`src/rtl/cvt_seq_pkg.sv`:
```
package cvt_seq_pkg;

    typedef enum logic {
        CMD_STOP  = 1'b0,
        CMD_START = 1'b1
    } cmd_kind_e;

    localparam int unsigned DEF_MIN_PULSE = 4;
    localparam int unsigned DEF_CONV_LEN  = 64;
    localparam int unsigned DEF_LOW_LEN   = 4;
    localparam int unsigned DEF_REARM_WIN = 22;

endpackage

```
`src/rtl/cvt_pin_filter.sv`:
```
module cvt_pin_filter #(
    parameter int unsigned MIN_PULSE = 4
) (
    input  logic clk,
    input  logic rst_n,
    input  logic pin,
    output logic level,
    output logic rise
);
    localparam int unsigned SW = (MIN_PULSE > 2) ? $clog2(MIN_PULSE) : 1;
    localparam logic [SW-1:0] STAB_LAST = SW'(MIN_PULSE - 1);

    typedef struct packed {
        logic          filt;
        logic [SW-1:0] stab;
    } flt_t;

    flt_t st_d, st_q;
    logic accept;

    // a change is accepted on the MIN_PULSE-th consecutive differing sample
    always_comb begin
        st_d   = st_q;
        accept = (pin != st_q.filt) && (st_q.stab == STAB_LAST);
        if (pin != st_q.filt) begin
            if (accept) begin
                st_d.filt = pin;
                st_d.stab = '0;
            end else begin
                st_d.stab = st_q.stab + 1'b1;
            end
        end else begin
            st_d.stab = '0;
        end
    end

    always_ff @(posedge clk or negedge rst_n) begin
        if (!rst_n) begin
            st_q <= '0;
        end else begin
            st_q <= st_d;
        end
    end

    assign level = st_q.filt;
    assign rise  = accept && pin;

endmodule

```
`src/rtl/cvt_run_ctrl.sv`:
```
module cvt_run_ctrl
    import cvt_seq_pkg::*;
(
    input  logic clk,
    input  logic rst_n,
    input  logic cmd_strobe,
    input  logic cmd_start,
    input  logic pin_level,
    input  logic pin_rise,
    output logic run_en,
    output logic trigger
);
    typedef struct packed {
        logic run;
    } rc_t;

    rc_t st_d, st_q;
    logic op_start, op_stop;

    always_comb begin
        op_start = cmd_strobe && (cmd_kind_e'(cmd_start) == CMD_START);
        op_stop  = cmd_strobe && (cmd_kind_e'(cmd_start) == CMD_STOP);
        st_d     = st_q;
        if (op_start) begin
            st_d.run = 1'b1;
        end else if (op_stop) begin
            st_d.run = 1'b0;
        end
        trigger = pin_rise || op_start;
        run_en  = pin_level || st_d.run;
    end

    always_ff @(posedge clk or negedge rst_n) begin
        if (!rst_n) begin
            st_q <= '0;
        end else begin
            st_q <= st_d;
        end
    end

endmodule

```
`src/rtl/cvt_timer.sv`:
```
module cvt_timer #(
    parameter int unsigned CONV_LEN  = 64,
    parameter int unsigned LOW_LEN   = 4,
    parameter int unsigned REARM_WIN = 22
) (
    input  logic clk,
    input  logic rst_n,
    input  logic trigger,
    input  logic run_en,
    input  logic single_shot,
    output logic rdy_n,
    output logic busy,
    output logic bad_data
);
    localparam int unsigned CW = (CONV_LEN > 2) ? $clog2(CONV_LEN) : 1;
    localparam int unsigned RW = $clog2(REARM_WIN + 1);
    localparam logic [CW-1:0] CNT_LAST = CW'(CONV_LEN - 1);
    localparam logic [CW-1:0] LOW_LAST = CW'(LOW_LEN - 1);
    localparam logic [RW-1:0] WIN_END  = RW'(REARM_WIN);

    typedef struct packed {
        logic          rdy_n;
        logic          busy;
        logic          stale;
        logic          bad;
        logic [CW-1:0] cnt;
        logic [RW-1:0] since;
    } tmr_t;

    tmr_t st_d, st_q;
    logic done, in_win;

    always_comb begin
        st_d   = st_q;
        in_win = (st_q.since < WIN_END);
        done   = st_q.busy && (st_q.cnt == CNT_LAST);
        if (in_win) begin
            st_d.since = st_q.since + 1'b1;
        end
        if (trigger) begin
            st_d.busy  = 1'b1;
            st_d.cnt   = '0;
            st_d.rdy_n = 1'b1;
            st_d.stale = in_win;
        end else if (done) begin
            st_d.rdy_n = 1'b0;
            st_d.bad   = st_q.stale;
            st_d.stale = 1'b0;
            st_d.since = '0;
            st_d.cnt   = '0;
            if (single_shot || !run_en) begin
                st_d.busy = 1'b0;
            end
        end else if (st_q.busy) begin
            st_d.cnt = st_q.cnt + 1'b1;
            if (!st_q.rdy_n && (st_q.cnt == LOW_LAST)) begin
                st_d.rdy_n = 1'b1;
            end
        end
    end

    always_ff @(posedge clk or negedge rst_n) begin
        if (!rst_n) begin
            st_q       <= '0;
            st_q.rdy_n <= 1'b1;
            st_q.since <= WIN_END;
        end else begin
            st_q <= st_d;
        end
    end

    assign rdy_n    = st_q.rdy_n;
    assign busy     = st_q.busy;
    assign bad_data = st_q.bad;

endmodule

```
`src/rtl/cvt_seq.sv`:
```
module cvt_seq
    import cvt_seq_pkg::*;
#(
    parameter int unsigned MIN_PULSE = DEF_MIN_PULSE,
    parameter int unsigned CONV_LEN  = DEF_CONV_LEN,
    parameter int unsigned LOW_LEN   = DEF_LOW_LEN,
    parameter int unsigned REARM_WIN = DEF_REARM_WIN
) (
    input  logic clk,
    input  logic rst_n,
    input  logic start_pin,
    input  logic cmd_strobe,
    input  logic cmd_start,
    input  logic single_shot,
    output logic rdy_n,
    output logic busy,
    output logic bad_data
);
    logic pin_level, pin_rise, run_en, trigger;

    cvt_pin_filter #(.MIN_PULSE(MIN_PULSE)) u_filt (
        .clk   (clk),
        .rst_n (rst_n),
        .pin   (start_pin),
        .level (pin_level),
        .rise  (pin_rise)
    );

    cvt_run_ctrl u_run (
        .clk        (clk),
        .rst_n      (rst_n),
        .cmd_strobe (cmd_strobe),
        .cmd_start  (cmd_start),
        .pin_level  (pin_level),
        .pin_rise   (pin_rise),
        .run_en     (run_en),
        .trigger    (trigger)
    );

    cvt_timer #(
        .CONV_LEN  (CONV_LEN),
        .LOW_LEN   (LOW_LEN),
        .REARM_WIN (REARM_WIN)
    ) u_tmr (
        .clk         (clk),
        .rst_n       (rst_n),
        .trigger     (trigger),
        .run_en      (run_en),
        .single_shot (single_shot),
        .rdy_n       (rdy_n),
        .busy        (busy),
        .bad_data    (bad_data)
    );

endmodule

```
`config.mk`:
```
export PLATFORM = sky130hd
export DESIGN_NAME = cvt_seq
export DESIGN_NICKNAME = d
export VERILOG_FILES = /design/src/rtl/cvt_seq_pkg.sv /design/src/rtl/cvt_pin_filter.sv /design/src/rtl/cvt_run_ctrl.sv /design/src/rtl/cvt_timer.sv /design/src/rtl/cvt_seq.sv
export SDC_FILE = /design/constraint.sdc
export NUM_CORES = 1
export LEC_CHECK = 0
export ABC_CLOCK_PERIOD_IN_PS = 2000
export BUFFER_PORTS_ARGS = -buffer_cell sky130_fd_sc_hd__buf_2
export CAP_MARGIN = 40
export CORE_MARGIN = 1
export CORE_UTILIZATION = 56
export CTS_CLUSTER_DIAMETER = 120
export DETAILED_ROUTE_END_ITERATION = 7
export PLACE_DENSITY = 0.73
export SYNTH_ARGS = -nofsm -noshare
export SYNTH_HDL_FRONTEND = slang
export SYNTH_SLANG_ARGS = --single-unit
```
`constraint.sdc`:
```
create_clock -name clk -period 2 [get_ports clk]
set_input_delay 0.4 -clock clk [delete_from_list [all_inputs] [get_ports clk]]
set_output_delay 0.4 -clock clk [all_outputs]
set_load 0.01 [all_outputs]
```
==> results of run 1 <==
[flip-flops by register name (all words and copies together), names as in the netlist]
name            count
u_filt.level        1
u_run.st_q          1
u_filt.st_q         2
u_tmr.rdy_n         1
u_tmr.st_q         12
u_tmr.busy          1
u_tmr.bad_data      1
[cells by family (layout without fill, tap and decap cells)]
logic type,after synthesis,in the layout,share of synthesized area [%]
AND/OR/NAND/NOR,33,33,22.6
adder cells (fa/ha/maj),3,3,4.03
AO/OA/AOI/OAI,17,17,10.5
multiplexers,4,4,5.11
XOR/XNOR,5,5,4.70
flip-flops,19,19,51.6
buffers and inverters,3,14,1.48
[worst min-delay path by stage]
stage / end / slack (ns) / cells past startpoint
floorplan: u_filt.level / 0.10 / 0
global placement: u_tmr.st_q[10] / 0.36 / 1
detailed placement: u_tmr.st_q[10] / 0.35 / 1
CTS: u_tmr.st_q[10] / 0.02 / 1
global route: u_tmr.st_q[8] / 0.04 / 1
finish: u_tmr.st_q[10] / 0.01 / 1
[area by class of cell]
cell class                 instances  area share, %
clock buffer                       3           2.22
clock inverter                     1          0.493
inverter                           1          0.369
multi-input combinational         62           43.0
sequential                        19           47.3
tap                               16           1.97
timing repair buffer               9           4.68
[critical path, stage by stage, from the launching register on]
cell	delay (ns)
dfrtp_1	0.40
ha_1	0.23
and3b_2	0.25
nor4_4	0.29
mux2_4	0.32
[power by group through the flow]
stage | Sequential, W | Combinational (W) | Clock, W
5_1_grt | 0.000673 | 0.000436 | 0.000207
4_1_cts | 0.000651 | 0.000376 | 0.000201
3_3_place_gp | 0.000653 | 0.000354 | 0
3_5_place_dp | 0.000660 | 0.000371 | 0
2_1_floorplan | 0.000631 | 0.000303 | 0
6_report | 0.000651 | 0.000369 | 0.000189
[cells in the mapped netlist (all sizes together) (2+ instances only)]
cell type	number
dfstp	4
nor2	6
o21ai	7
nand4	2
nor4	3
nor2b	2
nand2	3
dfrtp	15
ha	3
mux2	3
buf	2
xor2	4
nor3	4
a21oi	5
nand3	5
[per-stage QoR]
step	total power, W	hold WS (ns)	setup slack, ns	utilization [%]	area [um^2]
4_1_cts	0.00123	0.0201	0.407	66.7	1020
3_3_place_gp	0.00101	0.356	0.448	64.9	988
3_5_place_dp	0.00103	0.349	0.419	64.9	988
6_report	0.00121	0.0115	0.414	66.7	1020
2_1_floorplan	0.000935	0.104	0.349	-	931
5_1_grt	0.00132	0.0355	0.365	66.7	1020
[per-layer routing]
metal / global-route usage, % / vias to the layer above
met1: 25.5 / 320
met3: 2.55 / 4
li1: - / 327
met5: 0 / -
met4: 11.9 / 0
met2: 30.0 / 13
==> key figures, run 1 <==
Status
  • Result of the run: completed

Setup path
  • Highest fanout seen on the critical path: 3
  • First element of the critical path: u_filt.st_q[0]
  • Startpoint kind of the worst setup timing path: flip-flop
  • Worst setup path category: flip-flop to flip-flop
  • Reg-to-reg critical path startpoint: u_filt.st_q[0]
  • Required @ worst endpoint: 2.19 ns
  • Capture instance of the worst register-to-register path: u_tmr.bad_data
  • Endpoint class of the critical path: flip-flop
  • Depth of the most critical reg-to-reg path: 4
  • Critical Path End: u_tmr.bad_data
  • Arr. time, crit path: 1.78 ns
  • Setup slack of the worst register-to-register path: 0.41 ns

Timing
  • Setup Skew: 0.000898 ns
  • Slew of the pin with the lowest slew margin: 0.397 ns
  • Setup TNS: 0 ns
  • Ratio of final minimum period to clock period: 79.3%
  • Number of setup violations in the final report: 0
  • Post-layout min period: 1.59 ns
  • Slew margin rel.: 73.5%
  • Max Fclk: 630 MHz
  • Setup repair after global routing missed its margin: false
  • Final Max Tran Viols: 0
  • Final number of hold-violating endpoints: 0

Logic synthesis
  • Largest cells by area after synthesis: dfrtp_1 40%, dfstp_2 11%, ha_1 4.0%
  • Area fraction of the dominant cell type after synthesis: 40.3%
  • Post-synth EDFFs: 0
  • Post-synthesis cell area: 931 um^2
  • Number of warnings reported in the yosys synthesis log: 0
  • Synthesis-stage register bit count: 19
  • Fraction of the yosys area taken by sequential cells: 51.6%
  • Net count of the mapped netlist: 93
  • Largest area contributor in the netlist: dfrtp_1
  • Primary flip-flop cell chosen by synthesis mapping: dfrtp_1
  • Mean cell area of the mapped netlist: 11.1 um^2
  • Number of library cell types mapped by synthesis: 34
  • Synthesized instance count: 84
  • Post-synthesis async set-or-reset flop share: 100%

Clocking
  • TritonCTS clock tree: built
  • Clock latency reported for the late side of the worst-skew pair: 0.29 ns
  • Resized Gates After CTS: 0
  • Number of hold-repair buffers added at the cts stage: 0
  • Sink count of the clock tree: 19
  • Number of buffers on the longest clock path: 2
  • CTS H-tree depth: 1
  • Clock slew at the register clock pins of the worst setup and hold paths: 0.10 ns
  • Clock tree root driver cell: clkbuf_4
  • TritonCTS Buffers: 3
  • Post-CTS setup buffer count: 0

Route
  • Detailed-route DRC error count: 0
  • Number of iterations in the first detailed-routing pass: 4
  • Total wirelength of the detailed-routed design: 1480 um
  • Detailed-routed wire length on met3: 40 um
  • Met1 wire length: 746 um
  • Routed WL per cell: 13.3 um
  • Antenna Violating Nets Remaining: 0
  • Met2 routed wirelength: 665 um
  • DR top layer: met4
  • Count of routing violations after the opening detailed-route iteration: 9
  • Via count: 664
  • Number of vias per cell: 5.98

Floorplan
  • Area of the core region: 1520 um^2
  • IO Pins: 9
  • Die width: 42.8 um
  • FP Rows: 14
  • Die area: 1830 um^2
  • Effective utilization at floorplan: 61.1%
  • Die extent in y: 42.8 um

Cells and area
  • Share of post-route cells with drive strength above 1: 26.3%
  • N_diodes: 0
  • FF/Latch Area: 480 um^2
  • Most used cells in the layout excluding fill and tap cells: 15 x dfrtp_1, 8 x buf_2, 7 x o21ai_0, 6 x nor2_1, 5 x a21oi_1
  • Non-filler cells in the finished layout: 111
  • Synthesis-to-layout area growth: 9.14%
  • Filler Cells Inserted: 120
  • Most common cell after layout, fill and taps aside: dfrtp_1
  • Combined area of the multi-input logic cells: 437 um^2
  • Fin nets: 105

Placed design
  • Post-DP HPWL: 1120 um
  • # placed instances: 107
  • Routability cong.: 0.800
  • Count of port buffers added during placement: 8

GRT
  • Global-route wire length before repair: 2610 um
  • Aggregate global routing overflow: 0
  • Via count of the first global-routing pass: 642
  • Antenna violations before repair: 0
  • Maximum number of pins on one net before global-route repair: 20
  • All-Layer GR Usage: 19.3%

Job
  • Number of maximum-capacitance constraint violations: 0

Pwr
  • Power density normalized to cell area: 1190 nW/um^2
  • Maximum resistive drop on vdd: 0.670 mV
  • Clock share of power: 15.6%
  • Part of the total power dissipated in combinational logic: 30.5%
  • Switching share of total power: 35.4%
  • P_leak: 0.439 nW
  • Sequential cell fraction of total power: 53.9%
  • Internal power contribution: 0.000781 W
  • Reported net switching power: 0.000429 W

Hold path
  • Hold crit path type: primary input to async pin
(Power assumes the default switching activity.)
==> run 2: changes to the inputs <==
Settings changed: ABC_CLOCK_PERIOD_IN_PS 2000 to 1500.
Clock period 2 ns to 1.5 ns, I/O delays scaled along.
==> run 2 against run 1 <==
  * Non-clock buffer count is 5 higher
  * Global-route usage is 0.61 points higher
  * Routed wire length is 3.2% higher
  * Register-to-register slack worse by 0.35 ns
  * Clock power is 33% higher
  * Via count is 3.2% higher
  * Combinational power is 38% higher
  * Sequential power is 34% higher
  * Power is 35% higher
  * First-iteration DRC count is 33% higher
  * Critical endpoint unchanged
  * Critical path depth stayed put
==> key figures, run 2 (synthesized netlist as in run 1, its figures left out) <==
Timing
  • Final Max Tran Viols: 0 (unchanged)
  • Setup Skew: 0.00368 ns (was 0.000898 ns)
  • Number of setup violations in the final report: 0 (unchanged)
  • Slew of the pin with the lowest slew margin: 0.410 ns (was 0.397 ns)
  • Final number of hold-violating endpoints: 0 (unchanged)
  • Slew margin rel.: 72.6% (was 73.5%)
  • Min setup slack post-route: 0.0621 ns (was 0.414 ns)
  • Ratio of final minimum period to clock period: 95.9% (was 79.3%)
  • Setup repair after global routing missed its margin: true (was false)
  • Post-layout min period: 1.44 ns (was 1.59 ns)
  • Max Fclk: 695 MHz (was 630 MHz)

GRT
  • Antenna violations before repair: 0 (unchanged)
  • Maximum number of pins on one net before global-route repair: 20 (unchanged)
  • Aggregate global routing overflow: 0 (unchanged)
  • Global-route wire length before repair: 2720 um (was 2610 um)
  • Via count of the first global-routing pass: 649 (was 642)
  • All-Layer GR Usage: 19.9% (was 19.3%)

Cells and area
  • Final core occ: 69.8% (was 66.7%)
  • Post-route cell area: 1060 um^2 (was 1020 um^2)
  • N_diodes: 0 (unchanged)
  • Filler Cells Inserted: 115 (was 120)
  • Largest reg by FF count: u_tmr.st_q (unchanged)
  • Synthesis-to-layout area growth: 14.2% (was 9.14%)
  • Share of post-route cells with drive strength above 1: 31.0% (was 26.3%)
  • Max reg flops: 12 (unchanged)
  • Most used cells in the layout excluding fill and tap cells: 15 x dfrtp_1, 8 x buf_2, 7 x o21ai_0, 6 x nor2_1 (was 15 x dfrtp_1, 8 x buf_2, 7 x o21ai_0, 6 x nor2_1, 5 x a21oi_1)
  • Fin nets: 110 (was 105)
  • Most common cell after layout, fill and taps aside: dfrtp_1 (unchanged)
  • Biggest registers after layout: u_tmr.st_q (12), u_filt.st_q (2) (unchanged)

Route
  • Number of iterations in the first detailed-routing pass: 6 (was 4)
  • Routed WL per cell: 13.2 um (was 13.3 um)
  • Detailed-route DRC error count: 0 (unchanged)
  • Number of vias per cell: 5.91 (was 5.98)
  • Antenna Violating Nets Remaining: 0 (unchanged)
  • Total wirelength of the detailed-routed design: 1530 um (was 1480 um)
  • Via count: 685 (was 664)
  • Count of routing violations after the opening detailed-route iteration: 12 (was 9)

Placed design
  • Routability cong.: 0.848 (was 0.800)
  • Cell area reported after detailed placement: 1020 um^2 (was 988 um^2)
  • Post-Place Setup Slack: -0.0106 ns (was 0.419 ns)
  • Post-DP HPWL: 1150 um (was 1120 um)
  • Count of port buffers added during placement: 8 (unchanged)

Clocking
  • Clock latency reported for the late side of the worst-skew pair: 0.29 ns (about the same)
  • Clock tree root driver cell: clkbuf_4 (unchanged)
  • TritonCTS clock tree: built (unchanged)
  • Number of buffers on the longest clock path: 2 (unchanged)
  • Post-CTS setup buffer count: 0 (unchanged)
  • CTS H-tree depth: 1 (unchanged)
  • TritonCTS Buffers: 3 (unchanged)
  • Clock slew at the register clock pins of the worst setup and hold paths: 0.11 ns (was 0.10 ns)
  • Sink count of the clock tree: 19 (unchanged)

Setup path
  • Required @ worst endpoint: 1.69 ns (was 2.19 ns)
  • Startpoint kind of the worst setup timing path: flip-flop (unchanged)
  • Endpoint class of the critical path: flip-flop (unchanged)
  • Worst setup path category: flip-flop to flip-flop (unchanged)
  • Highest fanout seen on the critical path: 5 (was 3)
  • Arr. time, crit path: 1.62 ns (was 1.78 ns)

Hold path
  • Hold crit path type: primary input to flip-flop (was primary input to async pin)

Floorplan
  • Area of the core region: 1520 um^2 (unchanged)
  • Die extent in y: 42.8 um (unchanged)
  • Die area: 1830 um^2 (unchanged)
  • Die width: 42.8 um (unchanged)
  • IO Pins: 9 (unchanged)
  • FP Rows: 14 (unchanged)
  • Effective utilization at floorplan: 61.1% (unchanged)

Status
  • Result of the run: completed (unchanged)

Pwr
  • Maximum resistive drop on vdd: 0.877 mV (was 0.670 mV)
  • Power density normalized to cell area: 1530 nW/um^2 (was 1190 nW/um^2)
  • P_leak: 0.458 nW (was 0.439 nW)

Job
  • Number of maximum-capacitance constraint violations: 0 (unchanged)
## run 2: cell count changes in the layout (fill, tap and decap cells not counted)
| cell | change |
|---|---|
| or2_2 | -1 |
| ha_2 | +2 |
| or2_4 | +1 |
| dlygate4sd3_1 | +1 |
| ha_1 | -2 |
| buf_4 | +4 |
## run 2: worst max-delay path, cell delays in order (launching register included)
cell	delay, ns
dfrtp_1	0.40
ha_2	0.22
nand3_4	0.11
nor4_4	0.27
mux2_4	0.32
## run 2: path summary, 6_finish.rpt
path | to | slack, ns | cells after the start | from
worst max-delay path | u_tmr.bad_data | 0.06 | 4 | u_tmr.st_q[5]
worst min register to register | u_filt.st_q[0] | 0.45 | 1 | u_filt.st_q[0]
worst min-delay path | u_run.st_q | 0.27 | 2 | cmd_start
min in group asynchronous | u_tmr.st_q[10] | 0.46 | 2 | rst_n
worst max register to register | u_tmr.bad_data | 0.06 | 4 | u_tmr.st_q[5]
max in group asynchronous | u_tmr.st_q[1] | 0.72 | 2 | rst_n
## run 2: timing repair
action,CTS,global route
hold buffers,1,0
endpoints found under the setup margin,1,2
resized for setup,0,2
pin swaps,1,0
hold endpoints to repair,15,0
## run 2: through the flow
stage	std cells	setup TNS (ns)	power (W)	hold slack, ns
2_1_floorplan	84	-0.113	0.00125	0.00441
3_3_place_gp	111	0	0.00136	0.253
3_5_place_dp	111	-0.0106	0.00138	0.257
4_1_cts	116	0	0.00164	0.260
5_1_grt	116	-0.0102	0.00177	0.274
6_report	116	0	0.00163	0.266
## run 2: per-layer routing
| metal | up-vias | track usage, % | routed length, um |
|---|---|---|---|
| li1 | 335 | - | - |
| met1 | 333 | 28.0 | 769 |
| met2 | 13 | 30.6 | 693 |
| met3 | 4 | 2.55 | 47 |
| met4 | 0 | 9.38 | 18 |
| met5 | - | 0 | 0 |
## run 2: area by class of cell
| class | count | area (um^2) | area share (%) |
|---|---|---|---|
| Clock buffer | 3 | 22.5 | 2.12 |
| Clock inverter | 1 | 5.00 | 0.471 |
| Inverter | 1 | 3.75 | 0.353 |
| Multi-Input combinational cell | 62 | 444 | 41.8 |
| Sequential cell | 19 | 480 | 45.2 |
| Tap cell | 16 | 20.0 | 1.88 |
| Timing Repair Buffer | 14 | 87.6 | 8.24 |
## run 2: where the power goes
part / switching (W) / internal [W] / total [W] / leakage, nW
clock: 0.000152 / 0.0000992 / 0.000251 / 0.0177
sequential: 0.000169 / 0.000702 / 0.000871 / 0.229
combinational: 0.000249 / 0.000261 / 0.000510 / 0.211
total: 0.000570 / 0.00106 / 0.00163 / 0.458
